**config.mk**
```make
export PLATFORM = sky130hd
export DESIGN_NAME = ld_issue_arbiter
export DESIGN_NICKNAME = d
export VERILOG_FILES = /design/src/rtl/ld_issue_pkg.sv /design/src/rtl/ld_issue_prio.sv /design/src/rtl/ld_issue_outreg.sv /design/src/rtl/ld_issue_replay.sv /design/src/rtl/ld_issue_arbiter.sv
export SDC_FILE = /design/constraint.sdc
export NUM_CORES = 1
export LEC_CHECK = 0
export BUFFER_PORTS_ARGS = -buffer_cell sky130_fd_sc_hd__buf_2
export CAP_MARGIN = 20
export CORE_AREA = 4 4 115 117
export CTS_CLUSTER_DIAMETER = 60
export DETAILED_ROUTE_END_ITERATION = 8
export DIE_AREA = 0 0 119 121
export GPL_ROUTABILITY_DRIVEN = 1
export HOLD_SLACK_MARGIN = 0.08
export PLACE_DENSITY_LB_ADDON = 0.2
export SLEW_MARGIN = 10
export SYNTH_ARGS = -nofsm -noshare
export SYNTH_HDL_FRONTEND = slang
export SYNTH_HIERARCHICAL = 1
export SYNTH_SLANG_ARGS = --single-unit
```
**constraint.sdc**
```tcl
create_clock -name clk -period 2.4 [get_ports clk]
set_clock_uncertainty 0.05 [all_clocks]
set_input_delay 0.12 -clock clk [delete_from_list [all_inputs] [get_ports clk]]
set_output_delay 0.12 -clock clk [all_outputs]
set_load 0.005 [all_outputs]
```
**src/rtl/ld_issue_pkg.sv**
```systemverilog
package ld_issue_pkg;

    localparam int NSRC  = 6;
    localparam int SRC_W = 3;

    typedef enum logic [1:0] {
        PFK_NONE = 2'b00,
        PFK_SW   = 2'b01,
        PFK_HW   = 2'b10
    } pfk_e;

    typedef enum logic [2:0] {
        SRC_LSQ_REPLAY = 3'd0,
        SRC_HWPF_HI    = 3'd1,
        SRC_RS_SCALAR  = 3'd2,
        SRC_RS_VECTOR  = 3'd3,
        SRC_FASTPATH   = 3'd4,
        SRC_HWPF_LO    = 3'd5
    } src_e;

    typedef enum logic {
        OUT_EMPTY,
        OUT_FULL
    } out_state_e;

    typedef enum logic {
        RPL_IDLE,
        RPL_FIRE
    } rpl_state_e;

    // Prefetch kind attached to a flow at issue time.
    function automatic logic [1:0] kind_of(input logic [SRC_W-1:0] src, input logic swpf);
        logic [1:0] k;
        if (src == SRC_HWPF_HI || src == SRC_HWPF_LO)
            k = PFK_HW;
        else if (src == SRC_RS_SCALAR && swpf)
            k = PFK_SW;
        else
            k = PFK_NONE;
        return k;
    endfunction

endpackage

```
**src/rtl/ld_issue_prio.sv**
```systemverilog
module ld_issue_prio
    import ld_issue_pkg::*;
#(
    parameter int N = NSRC
) (
    input  logic [N-1:0]     valid,
    input  logic             enable,
    output logic [N-1:0]     grant,
    output logic             any,
    output logic [SRC_W-1:0] idx
);

    // higher[i] is set when some source ranked above i is valid.
    logic [N:0] higher;

    assign higher[0] = 1'b0;

    for (genvar i = 0; i < N; i++) begin : g_chain
        assign higher[i+1] = higher[i] | valid[i];
        assign grant[i]    = enable & valid[i] & ~higher[i];
    end

    assign any = enable & higher[N];

    always_comb begin
        idx = '0;
        for (int i = N - 1; i >= 0; i--) begin
            if (valid[i]) idx = SRC_W'(i);
        end
    end

endmodule

```
**src/rtl/ld_issue_outreg.sv**
```systemverilog
module ld_issue_outreg
    import ld_issue_pkg::*;
#(
    parameter int ADDR_W = 32,
    parameter int TAG_W  = 6
) (
    input  logic              clk,
    input  logic              rst_n,
    input  logic              load,
    input  logic [ADDR_W-1:0] in_addr,
    input  logic [TAG_W-1:0]  in_tag,
    input  logic [SRC_W-1:0]  in_src,
    input  logic [1:0]        in_pfk,
    input  logic              out_ready,
    output logic              accept,
    output logic              out_valid,
    output logic [ADDR_W-1:0] out_addr,
    output logic [TAG_W-1:0]  out_tag,
    output logic [SRC_W-1:0]  out_src,
    output logic [1:0]        out_pfk
);

    out_state_e state, nstate;

    always_ff @(posedge clk) begin
        if (!rst_n) state <= OUT_EMPTY;
        else        state <= nstate;
    end

    always_comb begin
        accept = 1'b0;
        nstate = state;
        unique case (state)
            OUT_EMPTY: begin
                accept = 1'b1;
                if (load) nstate = OUT_FULL;            // load
            end
            OUT_FULL: begin
                accept = out_ready;
                if (out_ready && !load) nstate = OUT_EMPTY; // drain
                // otherwise hold (stall) or reload
            end
            default: nstate = OUT_EMPTY;
        endcase
    end

    always_ff @(posedge clk) begin
        if (!rst_n) begin
            out_addr <= '0;
            out_tag  <= '0;
            out_src  <= '0;
            out_pfk  <= PFK_NONE;
        end else if (load) begin
            out_addr <= in_addr;
            out_tag  <= in_tag;
            out_src  <= in_src;
            out_pfk  <= in_pfk;
        end
    end

    assign out_valid = (state == OUT_FULL);

endmodule

```
**src/rtl/ld_issue_replay.sv**
```systemverilog
module ld_issue_replay
    import ld_issue_pkg::*;
#(
    parameter int TAG_W = 6
) (
    input  logic             clk,
    input  logic             rst_n,
    input  logic             fb_valid,
    input  logic             fb_tlb_miss,
    input  logic [TAG_W-1:0] fb_tag,
    input  logic [1:0]       fb_pfk,
    output logic             replay_req,
    output logic [TAG_W-1:0] replay_tag
);

    rpl_state_e state, nstate;
    logic       eligible;

    // Hardware prefetch never retries; software prefetch and loads retry on a miss.
    always_comb begin
        unique case (fb_pfk)
            PFK_HW:   eligible = 1'b0;
            PFK_SW:   eligible = fb_tlb_miss;
            PFK_NONE: eligible = fb_tlb_miss;
            default:  eligible = 1'b0;
        endcase
    end

    always_ff @(posedge clk) begin
        if (!rst_n) state <= RPL_IDLE;
        else        state <= nstate;
    end

    always_comb begin
        nstate = state;
        unique case (state)
            RPL_IDLE: if (fb_valid && eligible) nstate = RPL_FIRE;   // fire
            RPL_FIRE: nstate = (fb_valid && eligible) ? RPL_FIRE : RPL_IDLE; // settle
            default:  nstate = RPL_IDLE;
        endcase
    end

    always_ff @(posedge clk) begin
        if (!rst_n)                    replay_tag <= '0;
        else if (fb_valid && eligible) replay_tag <= fb_tag;
    end

    assign replay_req = (state == RPL_FIRE);

endmodule

```
**src/rtl/ld_issue_arbiter.sv**
```systemverilog
module ld_issue_arbiter
    import ld_issue_pkg::*;
#(
    parameter int ADDR_W = 32,
    parameter int TAG_W  = 6
) (
    input  logic                         clk,
    input  logic                         rst_n,
    input  logic [NSRC-1:0]              req_valid,
    input  logic [NSRC-1:0][ADDR_W-1:0]  req_addr,
    input  logic [NSRC-1:0][TAG_W-1:0]   req_tag,
    input  logic                         rs_swpf,
    output logic [NSRC-1:0]              req_ready,
    output logic                         out_valid,
    input  logic                         out_ready,
    output logic [ADDR_W-1:0]            out_addr,
    output logic [TAG_W-1:0]             out_tag,
    output logic [SRC_W-1:0]             out_src,
    output logic [1:0]                   out_pfk,
    input  logic                         fb_valid,
    input  logic                         fb_tlb_miss,
    input  logic [TAG_W-1:0]             fb_tag,
    input  logic [1:0]                   fb_pfk,
    output logic                         replay_req,
    output logic [TAG_W-1:0]             replay_tag
);

    logic              accept;
    logic              any;
    logic [SRC_W-1:0]  sel;
    logic [NSRC-1:0]   gated_valid;
    logic              first_or_replay;

    // Fast path is opportunistic: masked whenever a replay or first issue waits.
    assign first_or_replay = req_valid[SRC_LSQ_REPLAY] | req_valid[SRC_RS_SCALAR]
                           | req_valid[SRC_RS_VECTOR];

    always_comb begin
        gated_valid = req_valid;
        gated_valid[SRC_FASTPATH] = req_valid[SRC_FASTPATH] & ~first_or_replay;
    end

    ld_issue_prio #(.N(NSRC)) u_prio (
        .valid  (gated_valid),
        .enable (accept),
        .grant  (req_ready),
        .any    (any),
        .idx    (sel)
    );

    ld_issue_outreg #(.ADDR_W(ADDR_W), .TAG_W(TAG_W)) u_out (
        .clk       (clk),
        .rst_n     (rst_n),
        .load      (any),
        .in_addr   (req_addr[sel]),
        .in_tag    (req_tag[sel]),
        .in_src    (sel),
        .in_pfk    (kind_of(sel, rs_swpf)),
        .out_ready (out_ready),
        .accept    (accept),
        .out_valid (out_valid),
        .out_addr  (out_addr),
        .out_tag   (out_tag),
        .out_src   (out_src),
        .out_pfk   (out_pfk)
    );

    ld_issue_replay #(.TAG_W(TAG_W)) u_rpl (
        .clk         (clk),
        .rst_n       (rst_n),
        .fb_valid    (fb_valid),
        .fb_tlb_miss (fb_tlb_miss),
        .fb_tag      (fb_tag),
        .fb_pfk      (fb_pfk),
        .replay_req  (replay_req),
        .replay_tag  (replay_tag)
    );

endmodule

```
# Word-level counts from Yosys, hierarchy flattened
# Index checks and enable logic that the tools add are counted.
[totals]
wordCells = 64
ff_bits = 51
out_inout_bits = 57
inputBits = 248
[op_classes]
n_reduce_logical = 7
muxes = 18
magnitude_cmp = 1
n_eq_ne = 4
bitwise_logic = 27
[ops]
columns = ["operator", "n"]
rows = [
  ["$bmux 32 s3", 1],
  ["$mux 32", 1],
  ["$bmux 6 s3", 1],
  ["$mux 3", 6],
  ["$and 1x1->1", 13],
  ["$not 1->1", 7],
  ["$or 1x1->1", 7],
  ["$mux 6", 1],
  ["$mux 1", 5],
  ["$lt 3x4->1 const B", 1],
  ["$pmux 1 s2", 2],
  ["$eq 3x1->1 const B", 1],
  ["$eq 3x2->1 const B", 1],
  ["$eq 3x3->1 const B", 1],
  ["$logic_and 1x1->1", 3],
  ["$eq 2x1->1 const B", 1],
  ["$logic_not 2->1", 1],
  ["$mux 2", 1],
  ["$reduce_or 2->1", 1],
  ["$logic_not 1->1", 1],
  ["$logic_or 1x1->1", 1],
]

# Logic depth before layout (Yosys ltp)
# Gate-level depths: netlist of run 1.
[depth]
word_depth = 13
ltp_mapped = 11
depth_no_buf = 8

# Hierarchy
# Netlist of run 1, hierarchy kept.
[modules_own_cells]
columns = ["module", "cells_per_inst", "area_per_inst_um2", "seq_area_each_um2", "instances"]
rows = [
  ["ld_issue_arbiter", 222, 2109.5, 0.0, 1],
  ["ld_issue_outreg", 142, 1704.1, 880.8, 1],
  ["ld_issue_replay", 29, 277.8, 140.1, 1],
  ["ld_issue_prio", 18, 111.4, 0.0, 1],
]

# Worst setup path after synthesis of run 1
# OpenSTA, ideal clock, no wires.
[synth_timing]
path_type = "input-to-reg"
startpoint = "input req_valid[0]"
endpoint = "register u_out.out_addr[26]"
t_required_ps = 2234
slack_ps = 488
n_path_buf = 2
path_stages = 8
arrival_time_ps = 1746
setup_ps = 116
path_cell_list = "or4_4 -> nor2_1 -> nand2b_1 -> buf_4 -> clkbuf_4 -> o221ai_2 -> mux2i_1 -> nor2b_1"
[synth_via]
elab_chain_len = 11
word_cells_on_any_way = 17
classes_between = "mux (7); bitwise (10)"
[synth_rtl]
columns = ["element", "line_no", "rtl"]
rows = [
  ["start, declared", "ld_issue_arbiter.sv:9", "input logic [NSRC-1:0] req_valid,"],
  ["$or 1x1->1", "ld_issue_arbiter.sv:35", "assign first_or_replay = req_valid[SRC_LSQ_REPLAY] | req_valid[SRC_RS_SCALAR]"],
  ["$or 1x1->1", "ld_issue_arbiter.sv:36", "| req_valid[SRC_RS_VECTOR];"],
  ["$not 1->1", "ld_issue_arbiter.sv:40", "gated_valid[SRC_FASTPATH] = req_valid[SRC_FASTPATH] & ~first_or_replay;"],
  ["$and 1x1->1", "ld_issue_arbiter.sv:40", ""],
  ["$mux 3 (4 in series)", "ld_issue_prio.sv:28", "if (valid[i]) idx = SRC_W'(i);"],
  ["$mux 3 *", "ld_issue_prio.sv:28", ""],
  ["via sel[2]", "ld_issue_arbiter.sv:30", "logic [SRC_W-1:0] sel;"],
  ["$bmux 32 s3 *", "ld_issue_arbiter.sv:55", ".in_addr (req_addr[sel]),"],
  ["$mux 32 (not written as such) *", "ld_issue_arbiter.sv:55", ""],
  ["end signal, assigned", "ld_issue_outreg.sv:54", "out_addr <= in_addr;"],
  ["end, declared", "ld_issue_outreg.sv:17", "output logic [ADDR_W-1:0] out_addr,"],
]
# The timed path passes the listed nets; every way through them passes the cells marked *. The select of a mux whose other input is x is not followed.
# A chain may end at the register's enable or synchronous reset.

# Worst setup path in the final report of run 1
[layout_timing]
startpoint = "input req_valid[2]"
endpoint = "register u_out.out_addr[16]"
[layout_via]
elab_chain_len = 11
word_cells_on_any_way = 16
classes_between = "mux (7); bitwise (9)"
[layout_rtl]
columns = ["element", "line_no", "rtl"]
rows = [
  ["$or 1x1->1", "ld_issue_arbiter.sv:35", ""],
  ["$or 1x1->1", "ld_issue_arbiter.sv:36", ""],
  ["$not 1->1", "ld_issue_arbiter.sv:40", ""],
  ["$and 1x1->1", "ld_issue_arbiter.sv:40", ""],
  ["via gated_valid[4]", "ld_issue_arbiter.sv:31", "logic [NSRC-1:0] gated_valid;"],
  ["$mux 3 (5 in series)", "ld_issue_prio.sv:28", ""],
  ["via sel[0]", "ld_issue_arbiter.sv:30", ""],
  ["$bmux 32 s3", "ld_issue_arbiter.sv:55", ""],
  ["$mux 32 (not written as such)", "ld_issue_arbiter.sv:55", ""],
]
# The timed path passes the listed nets, and every way through them passes these cells. The select of a mux whose other input is x is not followed.

==> results of run 1 <==
-- per-layer routing --
layer | vias up | GRT usage | routed length [um]
met2 | 196 | 0.340 | 6970
li1 | 2088 | - | -
met3 | 14 | 0.0531 | 1170
met5 | - | 0 | 0
met4 | 0 | 0.0478 | 180
met1 | 1888 | 0.187 | 5010
-- synth_stat cells, drive strengths merged --
library cell,n
mux2i,125
dfxtp,51
nand2,50
nor2b,44
mux2,38
o221ai,38
buf,29
clkbuf,8
nor2,5
nand2b,4
and3,3
inv,3
and2,2
nor3,2
a21boi,1
a21oi,1
a221oi,1
and3b,1
and4b,1
nor4,1
nor4b,1
o21a,1
or4,1
-- worst paths after layout --
kind | depth (start not counted) | start | end | slack (ns)
setup reg to reg | 6 | u_out/out_valid | u_out/out_addr[2] | 0.78
setup / recovery | 9 | req_valid[2] | u_out/out_addr[16] | 0.30
hold reg to reg | 2 | u_rpl/replay_tag[3] | u_rpl/replay_tag[3] | 0.41
hold / removal | 4 | rs_swpf | u_out/out_pfk[0] | 0.19
-- cell usage in the layout (no fill, tap or decap), drive strengths merged, types with 2 or more instances in the layout --
cell         instances
buf                315
mux2i              125
dfxtp               51
nand2               50
nor2b               44
mux2                38
o221ai              38
dlygate4sd3          6
clkbuf               6
nor2                 5
nand2b               4
and3                 3
inv                  3
bufinv               2
nor3                 2
and2                 2
-- state kept, by name, summed over array words and instances (netlist names) --
signal / flops
u_out/out_tag: 6
u_out/out_pfk: 2
u_out/out_valid: 1
u_out/out_addr: 32
u_out/out_src: 3
u_rpl/replay_tag: 6
u_rpl/replay_req: 1
-- critical path, delay by kind of cell --
kind | cells | cell delay [ns]
buffers and inverters | 1 | 0.10
and+or+nand+nor | 5 | 1.69
muxes | 1 | 0.10
AOI/OAI and AO/OA | 2 | 0.22
-- cell type report --
| cell class | instances | area (sq um) | share of cell area |
|---|---|---|---|
| Clock buffer | 6 | 129 | 0.0214 |
| Clock inverter | 2 | 60.1 | 0.00998 |
| Multi-Input combinational cell | 320 | 2860 | 0.474 |
| Sequential cell | 51 | 1020 | 0.170 |
| Inverter | 3 | 11.3 | 0.00187 |
| Timing Repair Buffer | 321 | 1730 | 0.287 |
| Tap cell | 172 | 215 | 0.0357 |
-- logic make-up (layout without fill, tap and decap cells) --
family | after synthesis | count (layout) | synth area share
DFF | 51 | 51 | 0.243
muxes | 163 | 163 | 0.407
and+or+nand+nor | 115 | 115 | 0.145
AOI/OAI and AO/OA | 42 | 42 | 0.117
buffers and inverters | 40 | 332 | 0.0881
-- through the flow --
step | TNS [ns] | hold WS (ns) | utilization | std cells | power, uW
floorplan | 0 | 0.198 | - | 411 | 1510
global placement | 0 | 0.319 | 0.467 | 861 | 1850
detailed placement | -0.165 | 0.323 | 0.467 | 861 | 1870
CTS | 0 | 0.178 | 0.487 | 875 | 2790
global route | 0 | 0.191 | 0.487 | 875 | 2920
finish | 0 | 0.195 | 0.487 | 875 | 2740
-- what timing repair did --
item | CTS | global route
hold endpoints to repair | 6 | 0
gates resized for setup | 0 | 0
hold buffers | 6 | 0
-- where the power goes --
group	internal, uW	switching [uW]
registers	918	35.3
clock network	598	299
logic	490	399
total	2010	733
==> impl_metrics.csv, run 1 <==
group,metric,value,unit
run_status,outcome,"finished, final reports clean",
floorplan,fp.coreArea,0.0124,sq mm
clock_network,tritoncts,"built",
grt,grt_max_degree,58,
detailed_routing,post_drt_via_cell_ratio,4.78,
placed_design,routabilityCongestion,0.857,
clock_network,cts_root_buffer,"clkbuf_16",
synth,syn_area,0.00420,sq mm
grt,antenna_found_initial,0,
floorplan,die_w,119,um
finish,drive_gt1_frac,0.542,
worst_setup_path,critical_path_required,2.57,ns
placed_design,postPlaceCellArea,0.00577,sq mm
synth,synth.top_cell.area_share,0.298,
floorplan,start_util,0.340,
sta,drv_slew,0,
detailed_routing,drt_iter0_drc,62,
detailed_routing,drtPass1Iterations,4,
flow_run,drv_cap,0,
finish,finalNetCount,950,
clock_network,clock_sinks,51,
worst_setup_path,cp-start-kind,"input port",
worst_setup_path,cp_max_fo,39,
synth,synth.area.top_cells,"mux2i_1 (30%), dfxtp_1 (24%), o221ai_2 (7.5%)",
floorplan,io_pins,305,
worst_setup_path,path_cells,"buf_2 > nor4b_1 > nand2b_1 > a221oi_4 > nor2_4 > nand2_1 > o221ai_2 > mux2i_1 > nor2b_1",
placed_design,preCtsSetupSlack,-0.0312,ns
synth,yosys_warnings,6,
clock_network,htree_levels,2,
clock_network,post_cts_buffers,0,
synth,ys_seq_area_frac,0.243,
detailed_routing,vias,4186,
power,leakage,0.00310,uW
sta,rsz0062_at_grt,"false",
worst_setup_path,endpoint_kind,"register",
hold_path,hold_class,"input port to register",
detailed_routing,drc,0,
clock_network,cts.path.max_buffers,2,
power,ir_worst_vdd,275,uV
placed_design,hpwl,10700,um
floorplan,fp.dieArea,0.0144,sq mm
clock_network,path_clk_slew,0.06,ns
sta,fmax,476,MHz
finish,area_delta_synth_final,43.3,%
sta,timing.slew.headroom,0.387,
floorplan,dieHeight,121,um
placed_design,numPortBuffers,303,
floorplan,rows,41,
sta,tightestPinTransition,0.917,ns
detailed_routing,wire_per_inst,15.2,um
grt,grt_pass1_wl,20900,um
synth,synth_fp_nets,659,
sta,setup_viol,0,
synth,synthCells,411,
sta,fin_crit,2.10,ns
worst_setup_path,worstPathArrival,2.27,ns
worst_setup_path,criticalPathCategory,"input port to register",
sta,finalHoldViolations,0,
detailed_routing,antenna_left,0,
synth,yosysTopAreaCell,"mux2i_1",
synth,ys_types,36,
grt,grt_overflow_total,0,
grt,grt_pass1_vias,4373,
finish,diodes,0,
synth,syn_avg_cell_area,10.2,sq um
detailed_routing,finalWirelength,13300,um
clock_network,numCtsBuffers,5,
power,powerDensity,455,mW/mm^2
clock_network,clk_latency,0.29,ns
worst_setup_path,slowest_delay,0.71,ns
grt,grt_usage,0.178,
sta,setup_slack,0.301,ns
finish,nFillCells,1172,
sta,min_period_over_period,0.875,
synth,synth_seq_cells,51,
worst_setup_path,critical-path-slowest-cell,"nor2_4",
finish,final_area,0.00602,sq mm
No activity file was read; power rests on OpenSTA's default activity.
==> run 2: changes to the inputs <==
--- a/config.mk
+++ b/config.mk
@@ -7,13 +7,14 @@
 export LEC_CHECK = 0
 export BUFFER_PORTS_ARGS = -buffer_cell sky130_fd_sc_hd__buf_2
 export CAP_MARGIN = 20
-export CORE_AREA = 4 4 115 117
+export CORE_AREA = 4 4 117 119
+export CTS_BUF_LIST = sky130_fd_sc_hd__clkbuf_4 sky130_fd_sc_hd__clkbuf_8
 export CTS_CLUSTER_DIAMETER = 60
 export DETAILED_ROUTE_END_ITERATION = 8
-export DIE_AREA = 0 0 119 121
+export DIE_AREA = 0 0 121 123
 export GPL_ROUTABILITY_DRIVEN = 1
 export HOLD_SLACK_MARGIN = 0.08
-export PLACE_DENSITY_LB_ADDON = 0.2
+export PLACE_DENSITY_LB_ADDON = 0.05
 export SLEW_MARGIN = 10
 export SYNTH_ARGS = -nofsm -noshare
 export SYNTH_HDL_FRONTEND = slang
==> impl_metrics.csv, run 2 (synthesized netlist as in run 1, its figures left out) <==
group,metric,value,unit
floorplan,die_w,121,um
finish,area_delta_synth_final,41.2,%
floorplan,io_pins,305,
finish,diodes,0,
worst_setup_path,worstPathArrival,2.12,ns
grt,grt_pass1_wl,21300,um
finish,drive_gt1_frac,0.543,
clock_network,clk_latency,0.31,ns
clock_network,tritoncts,"built",
worst_setup_path,r2r-start,"u_out/out_valid",
grt,grt_usage,0.178,
finish,largest_reg_flops,32,
power,power_frac_seq,0.402,
finish,nFillCells,1277,
detailed_routing,drtPass1Iterations,4,
power,swShare,0.307,
grt,grt_overflow_total,0,
detailed_routing,drc,0,
power,switching_power,726,uW
sta,min_period_over_period,0.804,
placed_design,numPortBuffers,303,
detailed_routing,finalWirelength,14100,um
clock_network,path_clk_slew,0.10,ns
clock_network,clock_sinks,51,
finish,final_common_cell,"buf_2",
floorplan,dieHeight,123,um
worst_setup_path,cp-startpoint,"req_valid[2]",
worst_setup_path,cp-start-kind,"input port",
finish,layout_common_cells,"buf_2 (303), mux2i_1 (125), dfxtp_1 (51), nand2_1 (50), nor2b_1 (44)",
run_status,outcome,"finished, final reports clean",
hold_path,hold_class,"input port to register",
sta,rsz0062_at_grt,"false",
clock_network,cts_root_buffer,"clkbuf_8",
worst_setup_path,ff2ff_path_depth,6,
grt,antenna_found_initial,1,
power,comb_power_share,0.382,
placed_design,hpwl,11200,um
sta,timing.slew.headroom,0.431,
hold_path,whs_endpoint,"u_out/out_valid",
power,powerDensity,399,mW/mm^2
floorplan,fp.coreArea,0.0126,sq mm
worst_setup_path,cp_max_fo,38,
detailed_routing,wire_per_inst,16.1,um
worst_setup_path,r2r_end,"u_out/out_addr[24]",
clock_network,numCtsBuffers,5,
clock_network,htree_levels,2,
flow_run,drv_cap,0,
detailed_routing,antenna_left,0,
power,internal-power,1640,uW
power,leakage,0.00306,uW
floorplan,fp.dieArea,0.0149,sq mm
sta,fin_crit,1.93,ns
sta,setup_viol,0,
clock_network,cts.path.max_buffers,2,
sta,fmax,518,MHz
power,total_power,2370,uW
hold_path,holdPathStages,3,
clock_network,post_cts_buffers,0,
sta,tightestPinTransition,0.854,ns
worst_setup_path,reg2reg_slack,0.89,ns
power,power_frac_clock,0.216,
floorplan,rows,41,
sta,finalHoldViolations,0,
floorplan,start_util,0.334,
sta,finalSetupTns,0,ns
worst_setup_path,critical_path_required,2.59,ns
finish,regMostFlops,"u_out/out_addr",
sta,drv_slew,0,
finish,largestRegisters,"u_out/out_addr (32), u_out/out_tag (6), u_rpl/replay_tag (6)",
grt,grt_pass1_vias,4293,
placed_design,routabilityCongestion,0.758,
hold_path,hp-start,"out_ready",
detailed_routing,drt_iter0_drc,86,
finish,finalNetCount,950,
worst_setup_path,endpoint_kind,"register",
detailed_routing,vias,4104,
detailed_routing,post_drt_via_cell_ratio,4.69,
power,ir_worst_vdd,253,uV
worst_setup_path,criticalPathCategory,"input port to register",
grt,grt_max_degree,58,
-- run 2: changes by cell type in the layout (fill, tap and decap cells not counted) --
cell	before	now
clkinv_2	0	1
buf_12	5	6
clkbuf_1	1	0
bufinv_16	2	0
clkbuf_8	0	5
buf_4	7	6
clkbuf_16	5	0
clkbuf_4	0	2
-- run 2: power groups by stage --
stage                     Combinational (uW)  Clock, uW  Sequential, uW
after global routing                    1000        579             963
after floorplan                          537          0             976
after global placement                   902          0             970
after CTS                                921        542             953
final                                    903        512             951
after detailed placement                 911          0             972
-- run 2: critical path, cell delays in order --
cell and delay (ns):
buf_2 0.16, nor4b_1 0.48, nor2_1 0.18, nor2_1 0.12
buf_4 0.16, nand2b_4 0.34, o221ai_1 0.33, mux2i_1 0.10
nor2b_1 0.10
-- run 2: cell type report --
class / count / area (sq um) / area share
clock buffers: 7 / 83.8 / 0.0141
clock inverters: 1 / 5.00 / 0.000844
inverters: 3 / 11.3 / 0.00190
multi-input cells: 320 / 2860 / 0.481
flip-flops and latches: 51 / 1020 / 0.172
well taps: 172 / 215 / 0.0363
repair buffers: 321 / 1740 / 0.294
-- run 2: worst max path at each step --
stage                                    end  slack, ns  cells after the start
after floorplan           u_out/out_addr[26]       0.49                      8
after detailed placement    u_out/out_tag[1]       0.14                      9
final                      u_out/out_addr[9]       0.47                      9
after global placement      u_out/out_tag[1]       0.19                      9
after global routing      u_out/out_addr[24]       0.17                      9
after CTS                   u_out/out_tag[1]       0.45                      9
-- run 2: per-layer routing --
metal | track usage | vias up | share of wire
met1 | 0.207 | 1825 | 0.39
met2 | 0.326 | 181 | 0.51
met3 | 0.0494 | 10 | 0.089
met5 | 0 | - | 0.00050
li1 | - | 2086 | -
met4 | 0.0368 | 2 | 0.010
-- run 2: stage by stage --
step	setup slack (ns)	hold slack, ns	cell area (sq um)	util	cells
2_1_floorplan	0.488	0.198	4200	-	411
3_3_place_gp	0.188	0.318	5780	0.460	861
3_5_place_dp	0.144	0.326	5780	0.460	861
4_1_cts	0.446	0.157	5930	0.472	875
5_1_grt	0.169	0.202	5930	0.472	875
6_report	0.470	0.174	5930	0.472	875
-- run 2: timing repair --
item | CTS | global route
hold endpoints to repair | 6 | 0
hold buffers | 6 | 0
setup endpoints to repair | 0 | 0
resized for setup | 0 | 0
==> run 3: changes to the inputs <==
==> constraint.sdc (replaced) <==
create_clock -name clk -period 1.6 [get_ports clk]
set_clock_uncertainty 0.05 [all_clocks]
set_input_delay 0.08 -clock clk [delete_from_list [all_inputs] [get_ports clk]]
set_output_delay 0.08 -clock clk [all_outputs]
set_load 0.005 [all_outputs]
==> impl_metrics.csv, run 3 (synthesized netlist as in run 1, its figures left out) <==
group,metric,value,unit
worst_setup_path,cp_top_family,"buffers and inverters",
finish,multiInputGateArea,0.00311,sq mm
clock_network,numCtsBuffers,5,
run_status,outcome,"finished, final reports clean",
flow_run,drv_cap,0,
grt,grt_max_degree,38,
detailed_routing,finalWirelength,16400,um
clock_network,htree_levels,2,
worst_setup_path,worstPathArrival,1.73,ns
clock_network,clock_sinks,51,
worst_setup_path,cp-start-kind,"input port",
hold_path,whs_endpoint,"u_out/out_valid",
worst_setup_path,critical-path-slowest-cell,"a221oi_4",
finish,final_area,0.00671,sq mm
floorplan,fp.coreArea,0.0126,sq mm
clock_network,cts.path.max_buffers,2,
detailed_routing,wire_per_inst,18.0,um
sta,setup_slack,0.0165,ns
finish,diodes,0,
worst_setup_path,slowest_delay,0.27,ns
finish,nFillCells,1142,
power,powerDensity,584,mW/mm^2
clock_network,tritoncts,"built",
worst_setup_path,path_cells,"buf_6 > nor4b_4 > nand2b_4 > a221oi_4 > buf_6 > buf_12 > mux2i_4 > o221ai_2 > mux2i_1 > nor2b_1",
finish,finalNetCount,989,
detailed_routing,antenna_left,0,
power,ir_worst_vdd,325,uV
grt,grt_pass1_vias,4501,
clock_network,cts_root_buffer,"clkbuf_8",
grt,grt_usage,0.189,
sta,drv_slew,0,
sta,fin_crit,1.58,ns
worst_setup_path,path_common_cell,"buf_6",
floorplan,io_pins,305,
floorplan,start_util,0.334,
worst_setup_path,cp_max_fo,6,
worst_setup_path,reg2reg_slack,0.21,ns
placed_design,hpwl,11800,um
sta,fmax,632,MHz
grt,grt_pass1_wl,22200,um
placed_design,numPortBuffers,303,
floorplan,rows,41,
finish,final_common_cell,"buf_2",
worst_setup_path,r2r_end,"u_out/out_addr[28]",
grt,grt_overflow_total,0,
detailed_routing,drtPass1Iterations,4,
hold_path,holdPathStages,4,
placed_design,preCtsSetupSlack,-0.524,ns
sta,finalHoldViolations,0,
sta,min_period_over_period,0.990,
detailed_routing,drc,0,
finish,largest_reg_flops,32,
placed_design,routabilityCongestion,0.868,
floorplan,dieHeight,123,um
power,leakage,0.00338,uW
finish,regMostFlops,"u_out/out_addr",
finish,drive_gt1_frac,0.611,
hold_path,hold_class,"input port to register",
hold_path,hp-start,"out_ready",
worst_setup_path,endpoint_kind,"register",
sta,tightestPinTransition,0.406,ns
detailed_routing,vias,4410,
power,total_power,3920,uW
grt,antenna_found_initial,0,
floorplan,die_w,121,um
detailed_routing,drt_iter0_drc,114,
floorplan,fp.dieArea,0.0149,sq mm
worst_setup_path,ff2ff_path_depth,6,
finish,ff_latch_area,0.00102,sq mm
detailed_routing,post_drt_via_cell_ratio,4.82,
finish,layout_common_cells,"buf_2 (302), mux2i_1 (107), dfxtp_1 (51), nand2_1 (50), nor2b_1 (44)",
sta,setup_viol,0,
clock_network,clk_latency,0.30,ns
clock_network,path_clk_slew,0.09,ns
worst_setup_path,r2r-start,"u_out/out_valid",
worst_setup_path,critical_path_required,1.75,ns
finish,largestRegisters,"u_out/out_addr (32), u_out/out_tag (6), u_rpl/replay_tag (6)",
worst_setup_path,criticalPathCategory,"input port to register",
finish,area_delta_synth_final,59.7,%
sta,timing.slew.headroom,0.730,
placed_design,postPlaceCellArea,0.00603,sq mm
worst_setup_path,path_buf_inv,3,
sta,rsz0062_at_grt,"true",
==> run 3: worst max path at each step <==
stage,startpoint,to,slack (ns),depth (start not counted)
final,req_valid[4],u_out/out_addr[28],0.02,10
after global routing,req_valid[2],u_out/out_addr[25],-0.04,10
after CTS,req_valid[2],u_out/out_addr[13],0.008,9
after detailed placement,req_valid[2],u_out/out_addr[18],-0.52,9
after global placement,req_valid[2],u_out/out_addr[19],-0.46,9
after floorplan,req_valid[4],u_out/out_addr[26],-0.11,10
==> run 3: area by class of cell <==
cell class | instances | share of cell area
clock buffer | 8 | 0.0155
inverter | 3 | 0.00168
multi-input combinational | 322 | 0.464
sequential | 51 | 0.152
tap | 172 | 0.0321
timing repair buffer | 358 | 0.335
==> run 3: worst register-to-register path, delay by kind of cell, from the launching register on <==
kind,cells,cell delay [ns]
buffers and inverters,2,0.31
and+or+nand+nor,2,0.15
AOI/OAI and AO/OA,1,0.19
muxes,1,0.26
DFF,1,0.32
==> run 3: power breakdown <==
group	internal (uW)	switching, uW	leakage, uW
combinational	923	727	0.00290
clock	413	426	0.0000549
sequential	1380	56.0	0.000421
==> run 3: stage by stage <==
stage / cells / setup TNS [ns] / hold slack (ns) / util
floorplan: 411 / -1.67 / 0.146 / -
global placement: 883 / -17.20 / 0.277 / 0.480
detailed placement: 883 / -19.37 / 0.288 / 0.480
CTS: 904 / 0 / 0.139 / 0.500
global route: 914 / -0.603 / 0.169 / 0.534
finish: 914 / 0 / 0.142 / 0.534
==> run 3: layer usage <==
layer / wire, um / share of wire / track usage / vias to the layer above
met2: 8850 / 0.54 / 0.371 / 187
met4: 229 / 0.014 / 0.0453 / 0
met5: 0 / 0 / 0 / -
li1: - / - / - / 2166
met1: 6290 / 0.38 / 0.206 / 2040
met3: 1080 / 0.065 / 0.0393 / 17
==> run 3: timing repair <==
item / CTS / global route
setup buffers: 5 / 3
endpoints found under the setup margin: 39 / 38
cloned: 2 / 7
gates resized for setup: 4 / 40
pin swaps: 4 / 5
hold buffers: 6 / 0
endpoints found under the hold margin: 6 / 0
